File: src/rtl/burst_addr_pkg.sv
package burst_addr_pkg;

   // Source chosen for the address of the current cycle.
   typedef enum logic [1:0] {
      SEL_HOLD = 2'd0,
      SEL_INC  = 2'd1,
      SEL_LOAD = 2'd2,
      SEL_RPT  = 2'd3
   } addr_sel_e;

   localparam int unsigned MAX_ADDR_W = 32;

endpackage

File: src/rtl/burst_addr_decode.sv
module burst_addr_decode
   import burst_addr_pkg::*;
(
   input  logic      ads_n,
   input  logic      cnten_n,
   input  logic      repeat_n,
   input  logic      rpt_filled,
   output addr_sel_e sel,
   output logic      capture
);

   // Priority order: replay, then strobe, then count enable.
   always_comb begin
      if (!repeat_n) begin
         sel = rpt_filled ? SEL_RPT : SEL_HOLD;
      end else if (!ads_n) begin
         sel = SEL_LOAD;
      end else if (!cnten_n) begin
         sel = SEL_INC;
      end else begin
         sel = SEL_HOLD;
      end
   end

   // The replay register follows every strobe, even one that replay overrides.
   assign capture = ~ads_n;

endmodule

File: src/rtl/burst_addr_incr.sv
module burst_addr_incr #(
   parameter int unsigned WIDTH = 17
) (
   input  logic [WIDTH-1:0] val_in,
   output logic [WIDTH-1:0] val_out
);

   logic [WIDTH-1:0] carry;

   assign carry[0] = 1'b1;

   // Ripple increment. The carry out of the top bit is dropped, so the value wraps to zero.
   for (genvar b = 0; b < WIDTH; b++) begin : g_bit
      assign val_out[b] = val_in[b] ^ carry[b];
      if (b < WIDTH - 1) begin : g_carry
         assign carry[b+1] = val_in[b] & carry[b];
      end
   end

endmodule

File: src/rtl/burst_addr_regs.sv
module burst_addr_regs #(
   parameter int unsigned    ADDR_W     = 17,
   parameter longint unsigned RESET_ADDR = 0
) (
   input  logic              clk,
   input  logic              rst_n,
   input  logic [ADDR_W-1:0] next_addr,
   input  logic              capture,
   input  logic [ADDR_W-1:0] cap_addr,
   output logic [ADDR_W-1:0] cnt_q,
   output logic [ADDR_W-1:0] rpt_q,
   output logic              rpt_filled
);

   localparam logic [ADDR_W-1:0] RST_VAL = ADDR_W'(RESET_ADDR);

   // The counter always takes the address that was just used.
   always_ff @(posedge clk or negedge rst_n) begin
      if (!rst_n) begin
         cnt_q <= RST_VAL;
      end else begin
         cnt_q <= next_addr;
      end
   end

   always_ff @(posedge clk or negedge rst_n) begin
      if (!rst_n) begin
         rpt_q      <= '0;
         rpt_filled <= 1'b0;
      end else if (capture) begin
         rpt_q      <= cap_addr;
         rpt_filled <= 1'b1;
      end
   end

endmodule

File: src/rtl/burst_addr_gen.sv
module burst_addr_gen
   import burst_addr_pkg::*;
#(
   parameter int unsigned     ADDR_W     = 17,
   parameter longint unsigned RESET_ADDR = 0
) (
   input  logic              clk,
   input  logic              rst_n,
   input  logic [ADDR_W-1:0] ext_addr,
   input  logic              ads_n,
   input  logic              cnten_n,
   input  logic              repeat_n,
   output logic [ADDR_W-1:0] addr_used,
   output logic              rpt_valid
);

   localparam longint unsigned ADDR_SPAN = 64'd1 << ADDR_W;

   if (ADDR_W < 1 || ADDR_W > MAX_ADDR_W) begin : g_bad_width
      $error("burst_addr_gen: ADDR_W out of range");
   end
   if (RESET_ADDR >= ADDR_SPAN) begin : g_bad_reset
      $error("burst_addr_gen: RESET_ADDR does not fit ADDR_W");
   end

   addr_sel_e         sel;
   logic              capture;
   logic              rpt_filled;
   logic [ADDR_W-1:0] cnt_q;
   logic [ADDR_W-1:0] rpt_q;
   logic [ADDR_W-1:0] cnt_plus;

   burst_addr_decode u_dec (
      .ads_n      (ads_n),
      .cnten_n    (cnten_n),
      .repeat_n   (repeat_n),
      .rpt_filled (rpt_filled),
      .sel        (sel),
      .capture    (capture)
   );

   burst_addr_incr #(.WIDTH(ADDR_W)) u_inc (
      .val_in  (cnt_q),
      .val_out (cnt_plus)
   );

   always_comb begin
      unique case (sel)
         SEL_LOAD: addr_used = ext_addr;
         SEL_INC:  addr_used = cnt_plus;
         SEL_RPT:  addr_used = rpt_q;
         default:  addr_used = cnt_q;
      endcase
   end

   burst_addr_regs #(.ADDR_W(ADDR_W), .RESET_ADDR(RESET_ADDR)) u_regs (
      .clk        (clk),
      .rst_n      (rst_n),
      .next_addr  (addr_used),
      .capture    (capture),
      .cap_addr   (ext_addr),
      .cnt_q      (cnt_q),
      .rpt_q      (rpt_q),
      .rpt_filled (rpt_filled)
   );

   assign rpt_valid = rpt_filled;

endmodule

File: config.mk
export PLATFORM = sky130hd
export DESIGN_NAME = burst_addr_gen
export DESIGN_NICKNAME = d
export VERILOG_FILES = /design/src/rtl/burst_addr_pkg.sv /design/src/rtl/burst_addr_decode.sv /design/src/rtl/burst_addr_incr.sv /design/src/rtl/burst_addr_regs.sv /design/src/rtl/burst_addr_gen.sv
export SDC_FILE = /design/constraint.sdc
export NUM_CORES = 1
export LEC_CHECK = 0
export ABC_AREA = 1
export BUFFER_PORTS_ARGS = -buffer_cell sky130_fd_sc_hd__buf_2
export CORE_ASPECT_RATIO = 0.9
export CORE_MARGIN = 4
export CORE_UTILIZATION = 46
export CTS_CLUSTER_SIZE = 14
export DETAILED_ROUTE_END_ITERATION = 12
export GPL_TIMING_DRIVEN = 1
export PLACE_DENSITY = 0.74
export SLEW_MARGIN = 20
export SYNTH_ARGS = -nofsm -noshare
export SYNTH_HDL_FRONTEND = slang
export SYNTH_SLANG_ARGS = --single-unit
File: constraint.sdc
create_clock -name clk -period 3.3 [get_ports clk]
set_input_delay 0.165 -clock clk [delete_from_list [all_inputs] [get_ports clk]]
set_output_delay 0.165 -clock clk [all_outputs]
set_load 0.005 [all_outputs]
==> results.cfg <==
[placed_design]
dpl_cell_area_um2 = 2190
pre_cts_slack_ns = -0.311
io_buffers = 39
hpwl_um = 3200
gp_congestion = 0.855

[setup_path]
r2r_cells = 21
slowest_stage = dfrtp_1
max_stage_delay_ns = 0.39
startpoint = u_regs.cnt_q[1]
worstPathRequired_ns = 3.13
timing.critical_path.mode_cell = ha_4
worstPathArrival_ns = 3.55
critPathMaxFanout = 2
path_class = reg -> out
r2r-start = u_regs.cnt_q[1]
path_cells = ha_2 > ha_4 > ha_4 > ha_4 > ha_4 > ha_4 > ha_4 > ha_4 > ha_4 > ha_4 > ha_4 > ha_4 > ha_4 > ha_4 > ha_4 > nand4_1 > nand2_1 > inv_1 > nand3_2 > buf_2
start_kind = flop
crit_path_end_kind = output pin

[clock_network]
cts_sinks = 35
cts-buffers-inserted = 5
htreeDepth = 2
root_buffer = clkbuf_8
path_clk_slew_ns = 0.08
cts_tree = built
clkLatencyLatePin_ns = 0.30
clockBufferDepth = 2

[cells_and_area]
multi_input_area_um2 = 1130
drive_above_1_share_pct = 26.8
nets = 327
nFillCells = 359
antennaDiodeCount = 0
layout.area.seq_um2 = 876
final_cell_mix = nand2_1, buf_2, dfrtp_1, nand4_1, inv_1
final_common_cell = nand2_1
area_delta_synth_final_pct = 27.0
fin_area_um2 = 2500

[synth]
synth_area_um2 = 1970
postSynthCellCount = 252
syn-num-nets = 289
avgSynthCellArea_um2 = 7.82
synth_seq_cells = 35
synthTopCellsByArea = dfrtp_1, nand2_1, ha_1, nand4_1, inv_1
yosys.area.top_type = dfrtp_1
synth_top_area_share_pct = 44.4
yosys_warnings = 0
yosysSeqAreaShare_pct = 44.4
yosysUniqueCellTypes = 17

[power]
seqPwrFrac_pct = 44.4
p_per_area_nw_per_um2 = 466
p_switching_uw = 346
p_comb_share_pct = 19.8
pwr-share-clk_pct = 35.8
switching_share_pct = 29.6
ir_drop_mv = 0.284
p_leak_nw = 1.31
p_int_uw = 820

[die]
num_io_pins = 40
start_util_pct = 48.0
die_x_um = 77.0
dieArea_um2 = 5400
rows = 22
die_y_um = 70.1
core_um2 = 4100

[global_routing]
antenna_found_initial = 0
grt_usage_pct = 19.2
grt_max_degree = 36
grt_overflow = 0
grt_pass1_vias = 1635
grt_pass1_wl_um = 8090

[route]
drc = 0
num_vias = 1731
first_pass_iters = 4
drt_iter0_markers = 117
final_antenna_net_count = 0
wl_per_cell_um = 14.6
vias_per_cell = 5.11
wl_um = 4940

[timing]
hold_viol_final = 0
rsz0062_at_grt = yes
fin_crit_ns = 3.72
setup_ws_ns = -0.419
period_share_pct = 113
skew_ns = 0.00814
setup_violations = 4
max_slew_margin_pct = 47.0
worstMarginPinSlew_ns = 0.795
slew_violations = 0
max_freq_mhz = 269

[min_path]
min_from = ext_addr[10]
hold_class = in -> reg
min_path_cells = 3

[outcome]
violations = setup timing
status = finished, violations left

[run]
cap_violations = 0
Yosys cell counts, drive strengths merged:
library cell and instances:
buf 11, clkbuf 1, dfrtp 35, ha 15
inv 22, nand2 109, nand3 11, nand4 27
nor2 19, o21ai 2
area by class of cell:
cell class                 count  area share [%]
multi-input combinational    183            45.0
sequential                    35            35.0
timing repair buffer          43            9.60
clock buffer                   6            3.30
inverter                      22            3.30
tap                           48            2.40
clock inverter                 2            1.40
metal layers:
layer | wire (um) | track usage, % | vias up
met5 | 0 | 0 | -
met4 | 71 | 5.93 | 0
met3 | 307 | 5.93 | 8
met2 | 2230 | 28.2 | 47
met1 | 2330 | 27.0 | 788
li1 | - | - | 888
through the flow:
step | total power, mW | utilization, % | setup TNS, ns | hold slack, ns | instances
after floorplan | 0.631 | - | 0 | -0.131 | 252
after global placement | 0.710 | 53.4 | -0.693 | 0.291 | 328
after detailed placement | 0.716 | 53.4 | -1.00 | 0.290 | 328
after CTS | 1.15 | 60.6 | -1.16 | 0.0763 | 338
after global routing | 1.22 | 61.0 | -1.91 | 0.0677 | 339
final | 1.17 | 61.0 | -1.23 | 0.0734 | 339
timing repair:
item,4_1_cts,5_1_grt
hold buffers,1,0
gates resized for setup,21,3
setup endpoints to repair,8,7
endpoints found under the hold margin,35,0
setup buffers,1,1
gates cloned,0,0
pin swaps,7,6
critical path: cells and delay by family (launching register included):
kind	cells	cell delay, ns
and+or+nand+nor	3	0.22
DFF	1	0.39
adders and majority gates	15	2.48
buffers and inverters	2	0.16
cells by family after synthesis:
logic type	after synthesis	share of synthesized area [%]
flip-flops	35	44.4
AO/OA/AOI/OAI	2	0.508
buffers and inverters	34	8.13
adder cells (fa/ha/maj)	15	9.52
AND/OR/NAND/NOR	166	37.4
final timing paths:
path,to,slack (ns)
setup reg to reg,u_regs.cnt_q[16],0.06
hold reg to reg,u_regs.rpt_q[6],0.48
setup / recovery,addr_used[15],-0.42
hold / removal,u_regs.rpt_q[10],0.07
max in group asynchronous,u_regs.cnt_q[7],2.31
min in group asynchronous,u_regs.rpt_q[2],0.48
registers in the layout (all words and copies together), names as in the netlist:
register and cells:
u_regs.rpt_filled 1, u_regs.cnt_q 17, u_regs.rpt_q 17
power by group through the flow:
stage / Sequential [mW] / Clock, mW / Combinational, mW
floorplan: 0.505 / 0 / 0.126
global placement: 0.512 / 0 / 0.198
detailed placement: 0.512 / 0 / 0.204
CTS: 0.517 / 0.411 / 0.221
global route: 0.523 / 0.435 / 0.266
finish: 0.518 / 0.418 / 0.231
Power figures use the tool's default switching activity.
